$ cat src/rtl/clkdiv_tree_pkg.sv
// Package: shared mode type and select-code decode for the divider tree.
// Assumes a 3-bit select code; the top bit also picks the odd bus ratio.
package clkdiv_tree_pkg;

    typedef enum logic [1:0] {
        MODE_OFF  = 2'd0,
        MODE_RSVD = 2'd1,
        MODE_RUN  = 2'd2,
        MODE_TEST = 2'd3
    } mode_e;

    // Map a raw select code onto the operating mode.
    function automatic mode_e decode_sel(input logic [2:0] code);
        case (code)
            3'b000:         decode_sel = MODE_OFF;
            3'b011, 3'b111: decode_sel = MODE_RUN;
            3'b100:         decode_sel = MODE_TEST;
            default:        decode_sel = MODE_RSVD;
        endcase
    endfunction

endpackage

$ cat src/rtl/clkdiv_sync.sv
// Module: multi-stage flop synchronizer for an asynchronous bus.
// Assumes multi-bit inputs only change when a skew of one cycle between
// bits is harmless, as the commit logic downstream tolerates.
module clkdiv_sync #(
    parameter int WIDTH  = 1,
    parameter int STAGES = 2
) (
    input  logic             clk,
    input  logic             rst_n,
    input  logic [WIDTH-1:0] d,
    output logic [WIDTH-1:0] q
);

    logic [STAGES-1:0][WIDTH-1:0] chain;

    for (genvar g = 0; g < STAGES; g++) begin : g_stage
        if (g == 0) begin : g_first
            // First stage captures the asynchronous input.
            always_ff @(posedge clk) begin
                if (!rst_n) chain[g] <= '0;
                else        chain[g] <= d;
            end
        end else begin : g_next
            // Later stages settle metastability.
            always_ff @(posedge clk) begin
                if (!rst_n) chain[g] <= '0;
                else        chain[g] <= chain[g-1];
            end
        end
    end

    assign q = chain[STAGES-1];

endmodule

$ cat src/rtl/clkdiv_phase_gen.sv
// Module: shared phase counter with commit-at-wrap mode register and
// registered clock outputs. One tick advances the phase by one half
// period of cpu_o. The full counter period is 4*H ticks, where H is the
// bus half period in ticks (LO_HALF or HI_HALF, picked by code bit 2).
// Assumes HI_HALF >= LO_HALF >= 1.
module clkdiv_phase_gen
    import clkdiv_tree_pkg::*;
#(
    parameter int LO_HALF = 2,
    parameter int HI_HALF = 3,
    parameter bit APIC_EN = 1'b1,
    localparam int CNT_W  = $clog2(4 * HI_HALF)
) (
    input  logic             clk,
    input  logic             rst_n,
    input  logic             tick,
    input  logic [2:0]       code_req,
    output logic [2:0]       code_q,
    output logic [CNT_W-1:0] cnt_q,
    output logic             cpu_o,
    output logic             pci_o,
    output logic             apic_o
);

    localparam logic [CNT_W-1:0] LO_V = CNT_W'(LO_HALF);
    localparam logic [CNT_W-1:0] HI_V = CNT_W'(HI_HALF);
    localparam logic [CNT_W-1:0] ONE  = CNT_W'(1);

    logic [CNT_W-1:0] h_cur, last_cur, cnt_n, h_n, dh_n, pci_ph;
    logic [2:0]       code_n;
    logic             wrap, run_n, cpu_d, pci_d, apic_d;
    mode_e            mode_n;

    // Next phase, next committed code and next output levels.
    always_comb begin
        h_cur    = code_q[2] ? HI_V : LO_V;
        last_cur = (h_cur << 2) - ONE;
        wrap     = (cnt_q == last_cur);
        cnt_n    = wrap ? '0 : cnt_q + ONE;
        code_n   = wrap ? code_req : code_q;
        mode_n   = decode_sel(code_n);
        run_n    = (mode_n == MODE_RUN) || (mode_n == MODE_TEST);
        h_n      = code_n[2] ? HI_V : LO_V;
        dh_n     = h_n << 1;
        pci_ph   = (cnt_n >= dh_n) ? cnt_n - dh_n : cnt_n;
        cpu_d    = run_n && !cnt_n[0];
        pci_d    = run_n && (pci_ph < h_n);
        apic_d   = APIC_EN && run_n && (cnt_n < dh_n);
    end

    // Advance phase, mode and outputs together on each tick.
    always_ff @(posedge clk) begin
        if (!rst_n) begin
            cnt_q  <= '0;
            code_q <= 3'b000;
            cpu_o  <= 1'b0;
            pci_o  <= 1'b0;
            apic_o <= 1'b0;
        end else if (tick) begin
            cnt_q  <= cnt_n;
            code_q <= code_n;
            cpu_o  <= cpu_d;
            pci_o  <= pci_d;
            apic_o <= apic_d;
        end
    end

endmodule

$ cat src/rtl/clkdiv_tree.sv
// Module: top of the mode-selected divider tree. Synchronizes the select
// code and the test clock, decides the tick source and drives the enables.
// Assumes clk_core runs at twice the processor rate and test_clk is
// slower than clk_core/4 with both phases at least two core cycles long.
module clkdiv_tree
    import clkdiv_tree_pkg::*;
#(
    parameter int SYNC_STAGES   = 2,
    parameter int LO_HALF       = 2,
    parameter int HI_HALF       = 3,
    parameter bit APIC_HALF_PCI = 1'b1
) (
    input  logic       clk_core,
    input  logic       rst_n,
    input  logic [2:0] freq_sel,
    input  logic       test_clk,
    output logic       cpu_clk,
    output logic       pci_clk,
    output logic       apic_clk,
    output logic       core_oe,
    output logic       aux_oe,
    output logic       ref_test_sel
);

    localparam int CNT_W = $clog2(4 * HI_HALF);

    logic [2:0]       sel_s, code_q;
    logic [CNT_W-1:0] cnt_q;
    logic             tck_s, tck_prev, tck_rise, tick;
    mode_e            mode_cur;

    clkdiv_sync #(.WIDTH(3), .STAGES(SYNC_STAGES)) u_sel_sync (
        .clk(clk_core), .rst_n(rst_n), .d(freq_sel), .q(sel_s)
    );

    clkdiv_sync #(.WIDTH(1), .STAGES(SYNC_STAGES)) u_tck_sync (
        .clk(clk_core), .rst_n(rst_n), .d(test_clk), .q(tck_s)
    );

    // Remember the last synchronized test-clock level for edge detection.
    always_ff @(posedge clk_core) begin
        if (!rst_n) tck_prev <= 1'b0;
        else        tck_prev <= tck_s;
    end

    // Pick the tick source and decode the enables from the committed mode.
    always_comb begin
        tck_rise     = tck_s && !tck_prev;
        mode_cur     = decode_sel(code_q);
        tick         = (mode_cur == MODE_TEST) ? tck_rise : 1'b1;
        core_oe      = (mode_cur == MODE_RUN) || (mode_cur == MODE_TEST);
        aux_oe       = (mode_cur != MODE_OFF);
        ref_test_sel = (mode_cur == MODE_TEST);
    end

    clkdiv_phase_gen #(
        .LO_HALF(LO_HALF), .HI_HALF(HI_HALF), .APIC_EN(APIC_HALF_PCI)
    ) u_phase (
        .clk(clk_core), .rst_n(rst_n), .tick(tick), .code_req(sel_s),
        .code_q(code_q), .cnt_q(cnt_q),
        .cpu_o(cpu_clk), .pci_o(pci_clk), .apic_o(apic_clk)
    );

endmodule

$ cat config.mk
export PLATFORM = sky130hd
export DESIGN_NAME = clkdiv_tree
export DESIGN_NICKNAME = d
export VERILOG_FILES = /design/src/rtl/clkdiv_tree_pkg.sv /design/src/rtl/clkdiv_sync.sv /design/src/rtl/clkdiv_phase_gen.sv /design/src/rtl/clkdiv_tree.sv
export SDC_FILE = /design/constraint.sdc
export NUM_CORES = 1
export LEC_CHECK = 0
export BUFFER_PORTS_ARGS = -buffer_cell sky130_fd_sc_hd__buf_2
export CAP_MARGIN = 20
export CORE_MARGIN = 2
export CORE_UTILIZATION = 51
export CTS_CLUSTER_DIAMETER = 30
export DETAILED_ROUTE_END_ITERATION = 8
export GPL_TIMING_DRIVEN = 0
export PLACE_DENSITY = 0.84
export REMOVE_ABC_BUFFERS = 1
export SETUP_SLACK_MARGIN = 0.02
export SYNTH_ARGS = -nofsm -noshare
export SYNTH_HDL_FRONTEND = slang
export SYNTH_HIERARCHICAL = 1
export SYNTH_SLANG_ARGS = --single-unit
$ cat constraint.sdc
create_clock -name clk_core -period 2.5 [get_ports clk_core]
set_input_delay 0.375 -clock clk_core [delete_from_list [all_inputs] [get_ports clk_core]]
set_output_delay 0.375 -clock clk_core [all_outputs]
set_load 0.005 [all_outputs]
Yosys cells after proc, flatten, opt, wreduce, memory -nomap -nowiden
Cells that the tools add are included.
- output and inout port bits: 6
- bits in registers: 19
- bits in writable memories: 0
- memories: 0
- logic and storage cells: 48
- latch bits: 0
- input bits: 6
- bits in read-only memories: 0
- multiplexer cells: 8
- $lt $le $gt $ge: 3
- multiply operators: 0
- shifts and indexed selects: 0
- reductions and logical operators: 13
- bitwise operators: 0
- add/sub/neg operators: 3
- divide/modulo/power cells: 0
- eq/ne operators: 11
- operators with widths (kind ; number):
    equality test 3 bit, second input constant ; 4
    case mux 2 bit (3 select lines) ; 2
    equality test 2 bit, second input constant ; 4
    less-than comparator 4 bit ; 2
    two-way mux 4 bit ; 2
    equality test 3 x 2 -> 1 bit, second input constant ; 2
    logical NOT 3 bit ; 2
    adder 4 x 1 -> 4 bit, second input constant ; 1
    equality test 4 bit ; 1
    >= comparator 4 bit ; 1
    logical AND 1 bit ; 4
    OR reduction 2 bit ; 2
    subtractor 4 x 1 -> 4 bit, second input constant ; 1
    subtractor 4 bit ; 1
    two-way mux 1 bit ; 3
    two-way mux 3 bit ; 1
    logical NOT 1 bit ; 2
    logical OR 1 bit ; 2
    nonzero test 2 bit ; 1

Depth between registers and ports, before layout
- word-level depth: 10
- gate-level depth with buffers: 14
- depth with buffers taken out: 13

Hierarchy
Netlist, hierarchy kept.
- by module, submodules not included (module ; cells each ; times used ; sequential area each (um^2) ; area an instance (um^2)):
    clkdiv_phase_gen ; 99 ; 1 ; 200.2 ; 813.3
    clkdiv_sync at u_sel_sync ; 15 ; 1 ; 120.1 ; 180.2
    clkdiv_tree ; 7 ; 1 ; 20.0 ; 62.6
    clkdiv_sync at u_tck_sync ; 4 ; 1 ; 40.0 ; 52.6

Worst setup path after synthesis
OpenSTA, ideal clock, no wires.
- path kind: flip-flop to flip-flop
- start: register u_phase.cnt_q[0]
- end: register u_phase.pci_o
- required time: 2.440 ns
- cell stages (with the launch flop): 15
- arrival: 2.434 ns
- slack: 0.007 ns
- path buffers: 1
- period minus slack after synthesis: 2.493 ns
- setup time: 0.060 ns
- cells stage by stage: dfxtp_1 > ha_1 > clkbuf_4 > inv_2 > o41ai_4 > o21ai_2 > ha_1 > inv_1 > ha_1 > inv_1 > o211ai_1 > a211o_1 > nand3_1 > a41o_1 > o311a_1
- word-level cells in the longest chain between the ends: 8
- elaborated cells on any way between the ends: 19
- classes of those cells: add/sub: 2; order compare: 2; eq/ne: 6; mux: 5; reduce/logical: 4
- ends and longest elaborated chain (what ; RTL line ; RTL):
    start: declaration ; clkdiv_phase_gen.sv:19 ; output logic [CNT_W-1:0] cnt_q,
    start signal: assignment ; clkdiv_phase_gen.sv:60 ; cnt_q <= cnt_n;
    equality test 4 bit * ; clkdiv_phase_gen.sv:38 ; wrap = (cnt_q == last_cur);
    two-way mux 3 bit * ; clkdiv_phase_gen.sv:40 ; code_n = wrap ? code_req : code_q;
    named net u_phase.code_n[2] ; clkdiv_phase_gen.sv:30 ; logic [2:0] code_n;
    branches (longest 5 deep; another with subtractor 4 bit) ; n/a ;
    logical AND 1 bit * ; clkdiv_phase_gen.sv:47 ; pci_d = run_n && (pci_ph < h_n);
    end signal: assignment ; clkdiv_phase_gen.sv:63 ; pci_o <= pci_d;
    end: declaration ; clkdiv_phase_gen.sv:21 ; output logic pci_o,
Mark *: on every way through the listed nets, which the timed path passes.
A chain may end at the register's enable or synchronous reset.

Worst setup path in the final report
- start: register u_phase.cnt_q[0]
- end: register u_phase.pci_o
- word-level cells in the longest chain between the ends: 8
- elaborated cells on any way between the ends: 19
- classes of those cells: add/sub: 2; order compare: 2; eq/ne: 6; mux: 5; reduce/logical: 4
- ends and longest elaborated chain (what ; RTL line):
    branches (longest 7 deep; another with adder 4 x 1 -> 4 bit) ; n/a
    logical AND 1 bit * ; clkdiv_phase_gen.sv:47
Mark *: on every way between the ends.

==> results.toml <==
[run_status]
status = "finished clean"

[cts]
cts_tree = "done"
clockBufferDepth = 2
h-tree-depth = 1
root_buffer = "clkbuf_4"
clk_latency_ns = 0.30
cts.sink_count = 19
cts_made_buffers = 3
cts.hold.buffers_added = 0
clk_pin_slew_worst_paths_ns = 0.11

[power]
power_density_nw_per_um2 = 455.4
vdd_ir_drop_max_mv = 0.4701
power.total_uw = 575.5
seq_power_share = 0.562
internal_power_uw = 420.5
p_leak_uw = 0.0005512
comb_power_share = 0.165
switching_share = 0.2693
power_frac_clock = 0.273
switchingPower_uw = 155.0

[placement]
dp_hpwl_um = 1447
portBuffers = 11
globalplace.congestion = 0.8278
post-place-ws_ns = -0.3282

[layout]
multi_input_area_um2 = 660.6
fillers = 159
synthToLayoutAreaGrowth_pct = 14.00
layout.nets = 149
layout_commonest_cell = "dfxtp_1"
drive_gt1_frac = 0.2806
regArea_um2 = 394.1
n_antenna_cell = 0
layout_common_cells = "14 x dfxtp_1, 11 x buf_2, 11 x nand2_1, 10 x and2_1"

[global_routing]
grt-ovfl-total = 0
use_met3 = 0.03274
use_met1 = 0.2356
grt_pass1_wl_um = 3643
grt_max_degree = 20
track_usage = 0.1875
use_met2 = 0.3048
busiest_layer = "met2"
antenna_found_initial = 0
grt_pass1_vias = 859

[sta]
timing.fmax_mhz = 420.3
slew_viol_final = 0
max_slew_margin = 0.6050
skew_ns = 0.01015
period_share = 0.9517
finalSetupViolations = 0
rsz0062_at_grt = "no"
timing.hold.ws_ns = 0.2630
tightest_slew_ns = 0.5885
finalHoldViolations = 0
finalWorstSetupSlack_ns = 0.1206
fin_crit_ns = 2.379

[detailed_routing]
detail_route.first_pass.iterations = 4
drc = 0
drtIter0Drc = 30
wl_per_cell_um = 13.62
vias = 944
postRouteAntennaNets = 0
wl_um = 2261
routed_via_density = 5.687

[synth]
avgSynthCellArea_um2 = 8.869
synth-xor-area-share = 0.007901
synth-seq-cells = 19
ys_warn_count = 6
synth_adder_area_share = 0.03386
synth_area_um2 = 1109
synthTopCellsByArea = "dfxtp_1 34%, mux2i_1 7.2%, and2_1 5.6%, nand2_1 3.7%, ha_1 3.4%"
synth_enable_flop_cells = 0
synth_top_family_by_area = "simple AND/OR/NAND/NOR gates"
synth_top_area_cell = "dfxtp_1"
ys_seq_area_frac = 0.3431
ys_types = 44
synth-simple-area-share = 0.2348
syn-instance-count = 125
synth_compound_area_frac = 0.2223
async_reset_ff_frac = 0
synthMuxAreaShare = 0.07223
synthFlopType = "dfxtp_1"
yosysTopAreaCellShare = 0.3431

[floorplan]
core.rowCount = 16
ios = 12
die_w_um = 50.62
die_h_um = 50.62
initial_core_util = 0.5537
die-area_um2 = 2562
core_um2 = 2002

[setup_path]
crit_type = "reg -> reg"
crit_arrival_ns = 2.62
cp-start-kind = "register"
critPathMaxFanout = 6
end_kind = "register"
critPathRequiredTime_ns = 2.75

[job]
timing.max_cap.violations = 0

[min_path]
worstHoldPathType = "in -> reg"
[through the flow]
stage                     utilization   TNS, ns  instance area, µm²  instances
after detailed placement       0.5694   -0.3282                1140        155
after floorplan                     -  -0.05950                1044        116
final                          0.6313         0                1264        166
after global routing           0.6313         0                1264        166
after CTS                      0.6125         0                1226        163
after global placement         0.5656   -0.2536                1132        154
[power by group through the flow]
stage	clock network (µW)	logic, µW	registers, µW
2_1_floorplan	0	54.6	329
3_3_place_gp	0	67.9	331
3_5_place_dp	0	70.2	331
4_1_cts	162	81.2	324
5_1_grt	172	103	325
6_report	157	94.9	323
[synth_stat cells, types with 3 or more instances]
cell type   n
a21oi_1     6
and2_1     10
buf_4       3
dfxtp_1    19
ha_1        3
inv_1       6
mux2i_1     8
nand2_1    11
nand2b_1    6
nand3_1     4
nor2_1      3
nor2b_1     6
[final timing paths]
check / start / to / slack (ns) / cells past startpoint
max: u_phase/cnt_q[0]$_SDFFE_PN0P_ / u_phase/pci_o$_SDFFE_PN0P_ / 0.12 / 13
min: test_clk / u_tck_sync/chain[0]$_SDFF_PN0_ / 0.26 / 2
max reg2reg: u_phase/cnt_q[0]$_SDFFE_PN0P_ / u_phase/pci_o$_SDFFE_PN0P_ / 0.12 / 13
min reg2reg: u_sel_sync/chain[2]$_SDFF_PN0_ / u_sel_sync/q[2]$_SDFF_PN0_ / 0.43 / 1
[critical path, cell delays in order, from the launching register on]
cell and delay (ns):
dfxtp_4 0.38, ha_4 0.17, or2b_1 0.25, o22a_1 0.19
nand2_1 0.09, ha_2 0.19, inv_2 0.06, ha_4 0.22
inv_1 0.05, o211ai_1 0.07, a211o_1 0.27, nand3_1 0.08
a41o_1 0.17, o311a_1 0.15
[sequential cells by signal (all words and copies together) (netlist names)]
name / cells
u_phase/cpu_o: 1
u_sel_sync/q: 3
u_phase/apic_o: 1
u_phase/cnt_q: 4
u_tck_sync/chain: 1
u_phase/code_q: 3
tck_prev: 1
u_phase/pci_o: 1
u_tck_sync/q: 1
u_sel_sync/chain: 3
[kinds of logic after synthesis]
family                   count (synthesis)
XOR/XNOR                                 1
buffers and inverters                   17
flip-flops                              19
AND/OR/NAND/NOR                         47
AO/OA/AOI/OAI                           30
multiplexers                             8
adder cells (fa/ha/maj)                  3
[cell type report]
cell class	instances	share of cell area
flip-flops and latches	19	0.3119
repair buffers	19	0.09109
inverters	8	0.02376
well taps	27	0.02673
multi-input cells	89	0.5228
clock inverters	1	0.005941
clock buffers	3	0.01782
[per-layer routing]
| layer | wire [µm] | up-vias |
|---|---|---|
| met3 | 96 | 6 |
| met5 | 0 | - |
| met4 | 48 | 0 |
| li1 | - | 464 |
| met1 | 971 | 446 |
| met2 | 1144 | 28 |
[timing repair]
action / 4_1_cts / 5_1_grt
pin swaps: 1 / 2
gates cloned: 0 / 0
setup endpoints to repair: 1 / 1
resized for setup: 10 / 3
buffers inserted: 4 / 3
Note: power is estimated with default switching activity, not from simulation.
